File: src/rtl/dcp_pkg.sv
package dcp_pkg;

  // Pacing phases, in the order a normal cardiac cycle visits them
  typedef enum logic [1:0] {
    PH_FIRST = 2'd0,  // initial cycle: wait LRI for a ventricular event
    PH_REFR  = 2'd1,  // hold-off after a ventricular event, both chambers deaf
    PH_AWIN  = 2'd2,  // atrial escape window
    PH_AVDLY = 2'd3   // atrio-ventricular delay
  } phase_e;

endpackage

File: src/rtl/dcp_interval_timer.sv
module dcp_interval_timer #(
  parameter int TW = 12
) (
  input  logic          clk,
  input  logic          rst,
  input  logic          tick,
  input  logic          restart,
  input  logic [TW-1:0] limit,
  output logic          expire
);
  localparam int CW = TW + 1;

  logic [CW-1:0] elapsed;
  logic [CW-1:0] elapsed_inc;

  assign elapsed_inc = elapsed + CW'(1);
  // The terminal tick is the one that brings the count up to the limit
  assign expire = tick && (elapsed_inc >= {1'b0, limit});

  always_ff @(posedge clk) begin
    if (rst || restart) begin
      elapsed <= '0;
    end else if (tick && (elapsed != '1)) begin
      elapsed <= elapsed_inc;
    end
  end

endmodule

File: src/rtl/dcp_window_calc.sv
module dcp_window_calc #(
  parameter int TW = 12
) (
  input  logic          clk,
  input  logic          rst,
  input  logic [TW-1:0] lri,
  input  logic [TW-1:0] uri,
  input  logic [TW-1:0] avd,
  output logic [TW-1:0] awin,
  output logic          cfg_err
);
  localparam int XW = TW + 2;

  logic [XW-1:0] used;
  logic [XW-1:0] remain;
  logic          bad;

  assign used   = XW'(avd) + XW'(uri);
  assign remain = XW'(lri) - used;
  assign bad    = (XW'(lri) <= used);

  always_ff @(posedge clk) begin
    if (rst) begin
      awin    <= '0;
      cfg_err <= 1'b0;
    end else begin
      awin    <= bad ? '0 : remain[TW-1:0];
      cfg_err <= bad;
    end
  end

endmodule

File: src/rtl/dcp_sense_gate.sv
module dcp_sense_gate (
  input  logic clk,
  input  logic rst,
  input  logic sense_a,
  input  logic sense_v,
  input  logic v_event,
  input  logic a_event,
  input  logic a_reopen,
  output logic acc_a,
  output logic acc_v,
  output logic sa_en,
  output logic sv_en
);

  assign acc_a = sense_a && sa_en;
  assign acc_v = sense_v && sv_en;

  always_ff @(posedge clk) begin
    if (rst) begin
      sa_en <= 1'b0;
      sv_en <= 1'b1;
    end else if (v_event) begin
      sa_en <= 1'b0;
      sv_en <= 1'b0;
    end else if (a_event) begin
      sa_en <= 1'b0;
      sv_en <= 1'b1;
    end else if (a_reopen) begin
      sa_en <= 1'b1;
    end
  end

endmodule

File: src/rtl/dcp_sequencer.sv
module dcp_sequencer
  import dcp_pkg::*;
#(
  parameter int TW = 12
) (
  input  logic          clk,
  input  logic          rst,
  input  logic          acc_a,
  input  logic          acc_v,
  input  logic          expire,
  input  logic [TW-1:0] lri,
  input  logic [TW-1:0] uri,
  input  logic [TW-1:0] avd,
  input  logic [TW-1:0] awin,
  output logic [TW-1:0] limit,
  output logic          restart,
  output logic          fire_a,
  output logic          fire_v,
  output logic          reopen_a,
  output phase_e        phase,
  output logic          pace_a,
  output logic          pace_v
);

  phase_e phase_nxt;

  always_comb begin
    case (phase)
      PH_FIRST: limit = lri;
      PH_REFR:  limit = uri;
      PH_AWIN:  limit = awin;
      default:  limit = avd;
    endcase
  end

  always_comb begin
    fire_v    = 1'b0;
    fire_a    = 1'b0;
    reopen_a  = 1'b0;
    phase_nxt = phase;
    case (phase)
      PH_FIRST, PH_AVDLY: begin
        if (acc_v || expire) begin
          fire_v    = 1'b1;
          phase_nxt = PH_REFR;
        end
      end
      PH_REFR: begin
        if (expire) begin
          reopen_a  = 1'b1;
          phase_nxt = PH_AWIN;
        end
      end
      default: begin
        if (acc_a || expire) begin
          fire_a    = 1'b1;
          phase_nxt = PH_AVDLY;
        end
      end
    endcase
  end

  assign restart = fire_a || fire_v || reopen_a;

  always_ff @(posedge clk) begin
    if (rst) begin
      phase  <= PH_FIRST;
      pace_a <= 1'b0;
      pace_v <= 1'b0;
    end else begin
      phase  <= phase_nxt;
      pace_a <= fire_a;
      pace_v <= fire_v;
    end
  end

endmodule

File: src/rtl/dual_chamber_pacer.sv
module dual_chamber_pacer
  import dcp_pkg::*;
#(
  parameter int TW = 12
) (
  input  logic          clk,
  input  logic          rst,
  input  logic          tick_ms,
  input  logic          sense_atr,
  input  logic          sense_ven,
  input  logic [TW-1:0] lri_ms,
  input  logic [TW-1:0] uri_ms,
  input  logic [TW-1:0] avd_ms,
  output logic          pace_atr,
  output logic          pace_ven,
  output logic          cfg_err
);

  logic          acc_a;
  logic          acc_v;
  logic          sa_en;
  logic          sv_en;
  logic          expire;
  logic          restart;
  logic          fire_a;
  logic          fire_v;
  logic          reopen_a;
  logic [TW-1:0] limit;
  logic [TW-1:0] awin;
  phase_e        phase;

  dcp_window_calc #(.TW(TW)) u_win (
    .clk     (clk),
    .rst     (rst),
    .lri     (lri_ms),
    .uri     (uri_ms),
    .avd     (avd_ms),
    .awin    (awin),
    .cfg_err (cfg_err)
  );

  dcp_sense_gate u_gate (
    .clk      (clk),
    .rst      (rst),
    .sense_a  (sense_atr),
    .sense_v  (sense_ven),
    .v_event  (fire_v),
    .a_event  (fire_a),
    .a_reopen (reopen_a),
    .acc_a    (acc_a),
    .acc_v    (acc_v),
    .sa_en    (sa_en),
    .sv_en    (sv_en)
  );

  dcp_interval_timer #(.TW(TW)) u_tmr (
    .clk     (clk),
    .rst     (rst),
    .tick    (tick_ms),
    .restart (restart),
    .limit   (limit),
    .expire  (expire)
  );

  dcp_sequencer #(.TW(TW)) u_seq (
    .clk      (clk),
    .rst      (rst),
    .acc_a    (acc_a),
    .acc_v    (acc_v),
    .expire   (expire),
    .lri      (lri_ms),
    .uri      (uri_ms),
    .avd      (avd_ms),
    .awin     (awin),
    .limit    (limit),
    .restart  (restart),
    .fire_a   (fire_a),
    .fire_v   (fire_v),
    .reopen_a (reopen_a),
    .phase    (phase),
    .pace_a   (pace_atr),
    .pace_v   (pace_ven)
  );

endmodule

File: config.mk
export PLATFORM = sky130hd
export DESIGN_NAME = dual_chamber_pacer
export DESIGN_NICKNAME = d
export VERILOG_FILES = /design/src/rtl/dcp_pkg.sv /design/src/rtl/dcp_interval_timer.sv /design/src/rtl/dcp_window_calc.sv /design/src/rtl/dcp_sense_gate.sv /design/src/rtl/dcp_sequencer.sv /design/src/rtl/dual_chamber_pacer.sv
export SDC_FILE = /design/constraint.sdc
export NUM_CORES = 1
export LEC_CHECK = 0
export BUFFER_PORTS_ARGS = -buffer_cell sky130_fd_sc_hd__buf_4
export CAP_MARGIN = 10
export CORE_MARGIN = 2
export CORE_UTILIZATION = 55
export DETAILED_ROUTE_END_ITERATION = 16
export PLACE_DENSITY = 0.77
export REMOVE_ABC_BUFFERS = 1
export SETUP_SLACK_MARGIN = 0.15
export SLEW_MARGIN = 30
export SYNTH_ARGS = -nofsm -noshare
export SYNTH_HDL_FRONTEND = slang
export SYNTH_SLANG_ARGS = --single-unit
File: constraint.sdc
create_clock -name clk -period 5.9 [get_ports clk]
set_clock_uncertainty 0.05 [all_clocks]
set_input_delay 1.18 -clock clk [delete_from_list [all_inputs] [get_ports clk]]
set_output_delay 1.18 -clock clk [all_outputs]
set_load 0.005 [all_outputs]
==> run summary, run 1 <==
STATUS
------------------------------------------------------------------------------------
Run status                                                              finished, final reports clean

DETAILED ROUTING
------------------------------------------------------------------------------------
Total number of vias                                                            2932
Overall routed net length                                                    7430 um
Vias per std cell                                                               6.05
Count of antenna-violating nets left after detailed routing                        0
Number of iterations in the first detailed-routing pass                            5
Initial detailed-routing violation count                                         129
Routed wirelength normalized by instance count                               15.3 um
Remaining routing DRC violations                                                   0

LOGIC SYNTHESIS
------------------------------------------------------------------------------------
Distinct cell type count after synthesis                                          55
Synthesized area divided by synthesized cell count                         8.29 um^2
Synth area leaders                                                      dfxtp_1 21%, ha_1 17%, xor2_1 7.3%
Seq/Total Area, Yosys                                                          0.206
Area of the mapped netlist                                                 3110 um^2
Post-synthesis cell count                                                        375
Ys Warns                                                                           0
Largest area contributor in the synthesized netlist                          dfxtp_1
Top cell type's share of synthesized area                                      0.206
Seq cells post-synth                                                              32

PLACE
------------------------------------------------------------------------------------
Post-detailed-placement half-perimeter wirelength                            5820 um
Final RePlAce weighted congestion                                              0.895
Worst slack after detailed placement                                         1.14 ns
Port-buffer cells                                                                 43

SETUP PATH
------------------------------------------------------------------------------------
Crit start category                                                       input port
WS Path Type                                                                  in2reg
Required arrival time at the worst endpoint                                  6.06 ns
Slowest Stage Delay on Critical Path                                         0.48 ns
Worst setup EP type                                                             flop
Peak fanout along the critical path                                               12
Slowest stage cell on the critical path                                      a211o_1
Arrival time of the worst setup path                                         4.65 ns
Critical path, cell by cell                                             buf_4 > ha_1 > inv_1 > fa_1 > nor2b_4 > o31a_1 > o221a_1 > nor2_1 > o21ai_0 > xnor2_1 > ha_1 > o21a_1 > o21ai_0 > a211oi_1 > o31ai_1 > a211o_1 > a211oi_1

FINAL LAYOUT
------------------------------------------------------------------------------------
Share of post-route cells with drive strength above 1                          0.167
Number of diodes                                                                   0
Total of fill cells in the finished design                                       486
Area added between synthesis and finish                                        15.1%
Nets                                                                             497

CLOCKING
------------------------------------------------------------------------------------
Post-CTS sizing                                                                    0
Worst-case clock buffer depth                                                      2
Clock-pin slew on the worst setup and hold paths                             0.08 ns
Number of buffers inserted for hold repair after clock tree synthesis              0
Number of buffers added for setup after CTS                                        0
Clk Latency, worst-skew pair                                                 0.30 ns
Root Buffer Master                                                          clkbuf_8
CTS H-Tree Depth                                                                   2
CTS tree                                                                        done
Number of sinks on the clock net                                                  32
Number of CTS-inserted buffers                                                     5

TIMING
------------------------------------------------------------------------------------
Transition time at the pin with the least slew margin                       0.732 ns
Max Fclk                                                                     222 MHz
Final setup violating endpoints                                                    0
Number of pins exceeding their max-slew limit in the final report                  0
Normalized max-slew margin                                                     0.512
Final-report hold violation count                                                  0
Time the final worst path needs with I/O delays and setup                    4.50 ns
Least setup slack across all paths after layout                              1.40 ns
Setup repair after global routing missed its margin                               no
Total Negative Setup Slacks                                                     0 ns
Final cycle utilization of the critical path                                   0.762

PWR
------------------------------------------------------------------------------------
Power Density                                                            321 nW/um^2
Worst IR drop on VDD                                                        0.188 mV
Leakage power summed over all cells                                          1.58 nW

FLOORPLAN
------------------------------------------------------------------------------------
Die W                                                                        79.2 um
Area inside the core boundary                                              5470 um^2
Boundary pin count                                                                44
Die Span Y                                                                   79.2 um
Standard-cell row count                                                           27
Effective utilization at floorplan                                             0.568
Die area                                                                   6270 um^2

GRT
------------------------------------------------------------------------------------
Grt peak-use layer                                                              met2
Global-route wire length before repair                                      12400 um
Residual overflow from global routing                                              0
Global routing met1 resource utilization                                       0.318
Pin count of the biggest net entering global routing                              25
GR Util met3                                                                  0.0386
Met2 track demand over resource in global routing                              0.407
Number of antenna violations at the first check in global routing                  0
Global-route total usage across every layer                                    0.245
Via count of the first global-routing pass                                      2759

WORST HOLD PATH
------------------------------------------------------------------------------------
Hold WC Path Type                                                            reg2reg

JOB
------------------------------------------------------------------------------------
Number of maximum-capacitance violations                                           0

-- cell families (layout without fill, tap and decap cells) --
family                   after synthesis  count (layout)  share of synthesized area
AO/OA/AOI/OAI                        122             122                      0.291
AND/OR/NAND/NOR                      109             109                      0.169
adder cells (fa/ha/maj)               44              44                      0.182
XOR/XNOR                              36              36                      0.101
flip-flops                            32              32                      0.206
buffers and inverters                 29              67                     0.0390
multiplexers                           3               3                     0.0109
-- Yosys cell counts, drive strengths merged --
master,count
ha,42
nor2,38
dfxtp,32
nand2,28
o21ai,27
xor2,26
a211oi,19
a21oi,19
inv,15
a222oi,12
xnor2,10
clkbuf,9
nand4,9
nor3,8
o21a,8
a21o,7
nand2b,6
nand3,6
buf,5
a31oi,4
nor2b,4
o2111ai,4
or3,4
a211o,3
and3,3
mux2i,3
o31a,3
o31ai,3
a221oi,2
and2,2
fa,2
o21ba,2
o221a,2
o41ai,2
a2111oi,1
a21boi,1
nor3b,1
o22ai,1
o2bb2ai,1
o41a,1
-- layout by cell type, fill, tap and decap left out, types with 3 or more instances in the layout --
cell / count
or3_1: 3
and3_1: 3
nand3_1: 5
o31a_1: 3
a222oi_1: 12
a21oi_1: 16
o21a_1: 8
nor3_1: 7
a21oi_2: 3
clkbuf_8: 5
dfxtp_1: 32
buf_4: 44
nand4_1: 9
a211oi_1: 19
nand2_1: 28
ha_1: 42
o21ai_0: 26
xnor2_1: 10
nand2b_1: 6
o2111ai_1: 4
inv_1: 15
a21o_1: 6
nor2b_1: 3
xor2_1: 26
o31ai_1: 3
nor2_1: 37
-- through the flow --
stage	utilization	total power, mW	hold WS [ns]	cells	cell area [um^2]
final	0.654	1.15	0.486	485	3580
after global routing	0.654	1.25	0.532	485	3580
after CTS	0.653	1.15	0.477	485	3570
after detailed placement	0.633	0.927	0.466	477	3460
after global placement	0.633	0.909	0.454	477	3460
after floorplan	-	0.762	0.436	361	3040
-- final timing paths --
| kind | from | end | slack (ns) | depth (start not counted) |
|---|---|---|---|---|
| setup / recovery | uri_ms[0] | u_win.awin[3] | 1.40 | 17 |
| hold / removal | u_gate.sa_en | u_gate.sa_en | 0.49 | 2 |
| setup reg to reg | u_seq.phase[1] | u_tmr.elapsed[8] | 2.50 | 12 |
| hold reg to reg | u_gate.sa_en | u_gate.sa_en | 0.49 | 2 |
-- flip-flops by register name, summed over array words and instances, names as in the netlist --
name           count
u_gate.sa_en       1
u_seq.phase        2
u_win.cfg_err      1
u_seq.pace_v       1
u_gate.sv_en       1
u_seq.pace_a       1
u_win.awin        12
u_tmr.elapsed     13
-- worst max-delay path, delay by kind of cell --
kind | cells | cell delay [ns]
simple gates | 2 | 0.21
buf+inv | 2 | 0.20
xor+xnor | 1 | 0.15
fa+ha+maj | 3 | 0.89
compound gates | 9 | 2.02
-- layer usage --
layer	wire [um]	up-vias
li1	-	1475
met4	185	0
met5	0	-
met2	3540	78
met1	3420	1361
met3	284	18
-- power by group --
part	internal (mW)	total (mW)	leakage [nW]	switching, mW
clock network	0.125	0.217	0.0541	0.0916
logic	0.271	0.657	1.26	0.386
registers	0.249	0.275	0.260	0.0265
-- area by class of cell --
cell class              instances  area (um^2)  share of cell area
inverters                      15         56.3              0.0157
repair buffers                 44          330              0.0923
clock buffers                   5         68.8              0.0192
clock inverters                 3         42.5              0.0119
well taps                      72         90.1              0.0252
flip-flops and latches         32          641               0.179
multi-input cells             314         2350               0.657
Power figures use the tool's default switching activity.
==> run 2, diff against run 1 <==
- ABC_AREA: default -> 1
- clock period: 5.9 -> 4.15 ns (I/O delays scaled with it)
==> run 2 against run 1 <==
Against the previous run:
- routed wire length up 2.2%
- area after synthesis down 0.16%
- combinational power up 21%
- critical path depth up 2
- sequential cell count unchanged
- total power up 27%
- final cell count up 16%
- count of clock-buffer cells in the layout up 1
- first-iteration DRC count down 12%
- global-route usage up 1.5 points
- critical path type unchanged
- largest cell class unchanged
==> run summary, run 2 <==
GRT
--------------------------------------------------------------------------------
Number of antenna violations at the first check in global routing              0   unchanged
Pin count of the biggest net entering global routing                          24   -4.0%
Via count of the first global-routing pass                                  2922   +5.9%
Global-route wire length before repair                                  12900 um   +4.0%
Residual overflow from global routing                                          0   unchanged
Global-route total usage across every layer                                0.261   +0.0153

SETUP PATH
--------------------------------------------------------------------------------
Worst setup EP type                                                         flop
Slowest stage cell on the critical path                                     fa_1
Cell occurring most often along the worst timing path                    nand2_1
Reg2Reg Setup Slack                                                      0.93 ns   -1.57 ns
Kind of cell adding the most delay to the critical path             simple AND/OR/NAND/NOR gates
Peak fanout along the critical path                                           12   unchanged
R2R cell count                                                                15   +3
R2R Path End                                                        u_tmr.elapsed[1]
WS Path Type                                                              in2reg
Crit start category                                                   input port
Critical path, cell by cell                                         buf_4 > ha_1 > inv_1 > fa_1 > o21ai_1 > nand2_1 > nand2_1 > nand2_1 > nor2_1 > nor2_1 > xor2_1 > ha_1 > nand2_1 > nor2_1 > nand3_1 > o2111ai_1 > a21o_1 > nand3_2 > a21oi_1
Reg-to-Reg Start                                                    u_seq.phase[1]
Slowest Stage Delay on Critical Path                                     0.40 ns   -0.08 ns
Required arrival time at the worst endpoint                              4.32 ns   -1.74 ns
Buffers plus inverters on the worst setup path                                 2   unchanged
Arrival time of the worst setup path                                     3.82 ns   -0.83 ns

LOGIC SYNTHESIS
--------------------------------------------------------------------------------
Seq/Total Area, Yosys                                                      0.206   +0.000332
Ys Warns                                                                       0   unchanged
Area of the mapped netlist                                             3100 um^2   -0.16%
Async set or reset register ratio after synthesis                              0   unchanged
Synthesized area divided by synthesized cell count                     6.90 um^2   -17%
Cell with the most instances after synthesis                             nand2_1
Top cell type's share of synthesized area                                  0.206   +0.000332
Seq cells post-synth                                                          32   unchanged
Number of flops mapped to enable cells by yosys                                0   unchanged
Synth top cells by count                                            109 x nand2_1, 58 x inv_1, 42 x ha_1, 35 x nor2_1, 32 x dfxtp_1
Synth area leaders                                                  dfxtp_1 21%, ha_1 17%, nand2_1 13%
Predominant post-synthesis flop cell                                     dfxtp_1
Post-synthesis cell count                                                    450   +20%
Distinct cell type count after synthesis                                      37   -33%
Largest area contributor in the synthesized netlist                      dfxtp_1

TIMING
--------------------------------------------------------------------------------
Number of pins exceeding their max-slew limit in the final report              0   unchanged
Least setup slack across all paths after layout                         0.500 ns   -0.902 ns
Setup repair after global routing missed its margin                           no
Normalized max-slew margin                                                 0.531   +0.0196
Time the final worst path needs with I/O delays and setup                3.65 ns
Final setup violating endpoints                                                0   unchanged
Max Fclk                                                                 274 MHz
Total Negative Setup Slacks                                                 0 ns   unchanged
Transition time at the pin with the least slew margin                   0.702 ns   -0.0301 ns
Final-report hold violation count                                              0   unchanged
Final cycle utilization of the critical path                               0.880

DETAILED ROUTING
--------------------------------------------------------------------------------
Total number of vias                                                        3003   +2.4%
Remaining routing DRC violations                                               0   unchanged
Overall routed net length                                                7590 um   +2.2%
Initial detailed-routing violation count                                     114   -12%
Number of iterations in the first detailed-routing pass                        5   unchanged
Count of antenna-violating nets left after detailed routing                    0   unchanged
Routed wirelength normalized by instance count                           13.4 um   -12%
Vias per std cell                                                           5.32   -12%

WORST HOLD PATH
--------------------------------------------------------------------------------
Hold WC Path Type                                                        reg2reg
Number of cells traversed by the worst hold path                               2   unchanged
Endpoint of the worst hold-timing path                              u_gate.sa_en
Source of the worst hold timing path                                u_gate.sa_en

PLACE
--------------------------------------------------------------------------------
Post-detailed-placement half-perimeter wirelength                        6190 um   +6.4%
Worst slack after detailed placement                                  -0.0688 ns   -1.21 ns
Port-buffer cells                                                             43   unchanged
Final RePlAce weighted congestion                                          0.921   +3.0%

CLOCKING
--------------------------------------------------------------------------------
Worst-case clock buffer depth                                                  2   unchanged
CTS H-Tree Depth                                                               2   unchanged
Clock-pin slew on the worst setup and hold paths                         0.07 ns   about the same
Root Buffer Master                                                      clkbuf_8
CTS tree                                                                    done
Number of sinks on the clock net                                              32   unchanged
Clk Latency, worst-skew pair                                             0.29 ns   about the same
Number of CTS-inserted buffers                                                 5   unchanged

FLOORPLAN
--------------------------------------------------------------------------------
Die Span Y                                                               79.1 um   about the same
Standard-cell row count                                                       27   unchanged
Die W                                                                    79.1 um   about the same
Boundary pin count                                                            44   unchanged
Area inside the core boundary                                          5470 um^2   unchanged
Effective utilization at floorplan                                         0.567   -0.000915
Die area                                                               6260 um^2   -0.15%

FINAL LAYOUT
--------------------------------------------------------------------------------
Max reg flops                                                                 13   unchanged
Number of diodes                                                               0   unchanged
Area added between synthesis and finish                                    15.6%
Register ranked first by flip-flop count                            u_tmr.elapsed
Leading cell type in the layout, fill and taps excluded                  nand2_1
Share of post-route cells with drive strength above 1                      0.150   -0.0170
Multi-input gate area in the final layout                              2200 um^2   -6.2%
Largest registers                                                   u_tmr.elapsed: 13 flops, u_win.awin: 12 flops, u_seq.phase: 2 flops
Sequential Area                                                         641 um^2   unchanged
Total of fill cells in the finished design                                   521   +7.2%
Nets                                                                         577   +16%
Highest-count cells in the layout ignoring fill and taps            109 x nand2_1, 58 x inv_1, 43 x buf_4, 42 x ha_1, 35 x nor2_1

PWR
--------------------------------------------------------------------------------
Power Density                                                        408 nW/um^2   +27%
Worst IR drop on VDD                                                    0.178 mV   -5.3%
Leakage power summed over all cells                                      1.80 nW   +14%

STATUS
--------------------------------------------------------------------------------
Run status                                                          finished, final reports clean

JOB
--------------------------------------------------------------------------------
Number of maximum-capacitance violations                                       0   unchanged

[run 2: changes by cell type after synthesis, moves of 12 or more]
cell / change
inv_1: +43
a21oi_1: +13
a211oi_1: -18
nand2_1: +81
nand3_1: +14
a222oi_1: -12
[run 2: worst max path at each step]
| stage | start | to | slack, ns | cells past startpoint |
|---|---|---|---|---|
| after global routing | uri_ms[0] | u_win.awin[0] | 0.15 | 19 |
| after CTS | uri_ms[0] | u_win.awin[9] | 0.23 | 19 |
| after detailed placement | uri_ms[0] | u_win.awin[9] | -0.07 | 19 |
| after floorplan | uri_ms[0] | u_win.awin[9] | 0.47 | 18 |
| final | uri_ms[0] | u_win.awin[9] | 0.50 | 19 |
| after global placement | uri_ms[0] | u_win.awin[9] | 0.02 | 19 |
[run 2: area by class of cell]
type                       instances  area share
timing repair buffer              43      0.0900
inverter                          59      0.0617
sequential                        32       0.179
clock inverter                     2     0.00977
tap                               72      0.0251
clock buffer                       6      0.0202
multi-input combinational        351       0.615
[run 2: report_power, final]
| group | internal [mW] | switching [mW] |
|---|---|---|
| clock | 0.178 | 0.125 |
| sequential | 0.343 | 0.0200 |
| combinational | 0.317 | 0.481 |
| total | 0.838 | 0.626 |
[run 2: kinds of logic (layout without fill, tap and decap cells)]
| family | after synthesis | after routing | synth area share |
|---|---|---|---|
| AO/OA/AOI/OAI | 82 | 82 | 0.163 |
| XOR/XNOR | 29 | 29 | 0.0819 |
| adder cells (fa/ha/maj) | 44 | 44 | 0.182 |
| buffers and inverters | 67 | 110 | 0.0847 |
| flip-flops | 32 | 32 | 0.206 |
| AND/OR/NAND/NOR | 196 | 196 | 0.281 |
[run 2: per-layer routing]
layer	track usage	up-vias	wire length, um
met5	0	-	0
met4	0.100	0	158
met3	0.0409	12	333
li1	-	1573	-
met1	0.318	1352	3360
met2	0.458	66	3740
[run 2: tightest hold or removal path, stage by stage (launching register included)]
cell     delay (ns)
dfxtp_1        0.31
nand2_1        0.06
a21oi_1        0.05
[run 2: timing repair]
action	CTS	global route
setup buffers	0	0
resized for setup	0	2
setup endpoints to repair	0	12
hold buffers	0	0
[run 2: stage by stage]
stage	power (mW)	utilization	hold WS [ns]	cells	instance area (um^2)
5_1_grt	1.60	0.655	0.450	565	3590
6_report	1.46	0.655	0.414	565	3590
3_5_place_dp	1.16	0.635	0.401	557	3470
3_3_place_gp	1.14	0.635	0.402	557	3470
4_1_cts	1.47	0.655	0.412	565	3580
2_1_floorplan	0.952	-	0.392	442	3060
==> run 3, diff against run 2 <==
- CELL_PAD_IN_SITES_DETAIL_PLACEMENT: default -> 0
- CELL_PAD_IN_SITES_GLOBAL_PLACEMENT: default -> 1
- CORE_MARGIN: 2 -> 1
- CORE_UTILIZATION: 55 -> 42
- PLACE_DENSITY: 0.77 -> 0.81
==> run 3 against run 2 <==
Against the previous run:
- count of clock-buffer cells in the layout stayed put
- sequential cell count unchanged
- sequential power about the same
- combinational power is 1% higher
- final cell count grew 4.6%
- critical path type unchanged
- largest power group unchanged
==> run summary, run 3 (synthesis results as in run 2) <==
TIMING
------------------------------------------------------------------------------------
Final setup violating endpoints                                                    0   unchanged
Setup repair after global routing missed its margin                               no
Total Negative Setup Slacks                                                     0 ns   unchanged
Max Fclk                                                                     271 MHz   -1.1%
Transition time at the pin with the least slew margin                       0.718 ns   +0.0156 ns
Least setup slack across all paths after layout                             0.461 ns   -0.0392 ns
Time the final worst path needs with I/O delays and setup                    3.69 ns   +0.0392 ns
Number of pins exceeding their max-slew limit in the final report                  0   unchanged
Final-report hold violation count                                                  0   unchanged
Worst hold slack after final layout                                         0.416 ns   +0.00188 ns
Final cycle utilization of the critical path                                   0.889   +0.00945
Normalized max-slew margin                                                     0.521   -0.0104

DETAILED ROUTING
------------------------------------------------------------------------------------
Met3 Wirelength                                                               327 um   -1.8%
Max Used Layer                                                                  met4
Initial detailed-routing violation count                                          82   -28%
Count of antenna-violating nets left after detailed routing                        0   unchanged
Routed wirelength normalized by instance count                               13.6 um   +1.4%
Number of iterations in the first detailed-routing pass                            4   -1
Total number of vias                                                            2977   -0.87%
Met1 routed wirelength after detailed routing                                3820 um   +14%
Overall routed net length                                                    8050 um   +6.0%
Remaining routing DRC violations                                                   0   unchanged
DR WL met2                                                                   3780 um   +0.91%
Vias per std cell                                                               5.04   -5.2%

FINAL LAYOUT
------------------------------------------------------------------------------------
Leading cell type in the layout, fill and taps excluded                      nand2_1
Register ranked first by flip-flop count                                u_tmr.elapsed
Highest-count cells in the layout ignoring fill and taps                109 x nand2_1, 58 x inv_1, 45 x buf_4, 42 x ha_1, 35 x nor2_1
Total of fill cells in the finished design                                       744   +43%
Sequential Area                                                             641 um^2   unchanged
Share of the core filled with cells in the final layout                        0.517   -0.138
Number of diodes                                                                   0   unchanged
Area added between synthesis and finish                                        16.4%
Share of post-route cells with drive strength above 1                          0.154   +0.00343
Final instance count without filler cells                                        591   +4.6%
Largest registers                                                       u_tmr.elapsed: 13 flops, u_win.awin: 12 flops, u_seq.phase: 2 flops
Post-route standard cell area excluding fillers                            3610 um^2   +0.70%
Max reg flops                                                                     13   unchanged
Multi-input gate area in the final layout                                  2200 um^2   -0.23%
Nets                                                                             579   +0.35%

SETUP PATH
------------------------------------------------------------------------------------
Worst setup EP type                                                             flop
Arrival time of the worst setup path                                         3.82 ns   about the same
Crit start category                                                       input port
Required arrival time at the worst endpoint                                  4.28 ns   -0.04 ns
Peak fanout along the critical path                                                9   -3
WS Path Type                                                                  in2reg

PWR
------------------------------------------------------------------------------------
Worst IR drop on VDD                                                        0.141 mV   -21%
Leakage power summed over all cells                                          1.80 nW   +0.23%
Power, Total                                                                 1.42 mW   -2.6%
Power Density                                                            394 nW/um^2   -3.3%

WORST HOLD PATH
------------------------------------------------------------------------------------
Hold WC Path Type                                                            reg2reg

CLOCKING
------------------------------------------------------------------------------------
Number of buffers inserted for hold repair after clock tree synthesis              0   unchanged
CTS tree                                                                        done
Worst-case clock buffer depth                                                      2   unchanged
Number of sinks on the clock net                                                  32   unchanged
CTS H-Tree Depth                                                                   2   unchanged
Root Buffer Master                                                          clkbuf_8
Clk Latency, worst-skew pair                                                 0.29 ns   about the same
Clock-pin slew on the worst setup and hold paths                             0.07 ns   about the same
Number of CTS-inserted buffers                                                     5   unchanged

FLOORPLAN
------------------------------------------------------------------------------------
Standard-cell row count                                                           30   +11%
Effective utilization at floorplan                                             0.444   -0.123
Die Span Y                                                                   88.0 um   +11%
Boundary pin count                                                                44   unchanged
Die W                                                                        88.0 um   +11%
Die area                                                                   7740 um^2   +24%
Area inside the core boundary                                              6980 um^2   +28%

GRT
------------------------------------------------------------------------------------
Via count of the first global-routing pass                                      2860   -2.1%
Residual overflow from global routing                                              0   unchanged
Global-route total usage across every layer                                    0.224   -0.0368
Number of antenna violations at the first check in global routing                  0   unchanged
Pin count of the biggest net entering global routing                              24   unchanged
Global-route wire length before repair                                      13200 um   +2.4%

JOB
------------------------------------------------------------------------------------
Number of maximum-capacitance violations                                           0   unchanged

PLACE
------------------------------------------------------------------------------------
Port-buffer cells                                                                 43   unchanged
Placed inst area                                                           3520 um^2   +1.3%
Worst slack after detailed placement                                       0.0952 ns   +0.164 ns
Post-detailed-placement half-perimeter wirelength                            6630 um   +7.1%
Placed cells                                                                     583   +4.7%
Final RePlAce weighted congestion                                              0.851   -7.6%

STATUS
------------------------------------------------------------------------------------
Run status                                                              finished, final reports clean

## run 3: changes by cell type in the layout (fill, tap and decap cells not counted)
cell,delta
buf_4,+2
clkbuf_8,+1
nand3_2,-1
nand3_1,+1
clkbuf_1,-1
clkinv_2,+1
bufinv_16,-1
## run 3: timing repair
action	4_1_cts	5_1_grt
buffers inserted	0	0
endpoints found under the hold margin	0	0
setup endpoints to repair	0	9
resized for setup	0	1
## run 3: per-layer routing
metal	GRT usage	vias to the layer above
li1	-	1584
met1	0.287	1321
met2	0.387	61
met3	0.0330	11
met4	0.0656	0
met5	0	-
## run 3: critical path, stage by stage
cell	delay, ns
buf_4	0.10
ha_1	0.14
inv_1	0.07
fa_1	0.41
o21ai_1	0.21
buf_4	0.15
a21oi_1	0.06
nor2_1	0.09
nor2_1	0.05
xor2_1	0.15
ha_1	0.38
nand2_1	0.09
nor4_1	0.32
nand4_1	0.17
nand4_1	0.14
inv_1	0.06
nand3_1	0.13
buf_4	0.19
nor2_1	0.05
## run 3: final timing paths
kind | from | to | slack [ns] | cells after the start
setup / recovery | uri_ms[0] | u_win.awin[6] | 0.46 | 19
hold / removal | u_gate.sa_en | u_gate.sa_en | 0.42 | 2
setup reg to reg | u_seq.phase[0] | u_tmr.elapsed[0] | 0.93 | 15
hold reg to reg | u_gate.sa_en | u_gate.sa_en | 0.42 | 2
## run 3: layout make-up
type / count / share of cell area
flip-flops and latches: 32 / 0.177
repair buffers: 45 / 0.0935
multi-input cells: 351 / 0.609
inverters: 59 / 0.0613
well taps: 96 / 0.0333
clock inverters: 2 / 0.00277
clock buffers: 6 / 0.0229
## run 3: report_power, final
group	internal, mW	switching, mW	total [mW]
logic	0.318	0.488	0.806
registers	0.343	0.0213	0.364
clock network	0.132	0.122	0.255
total	0.793	0.632	1.42
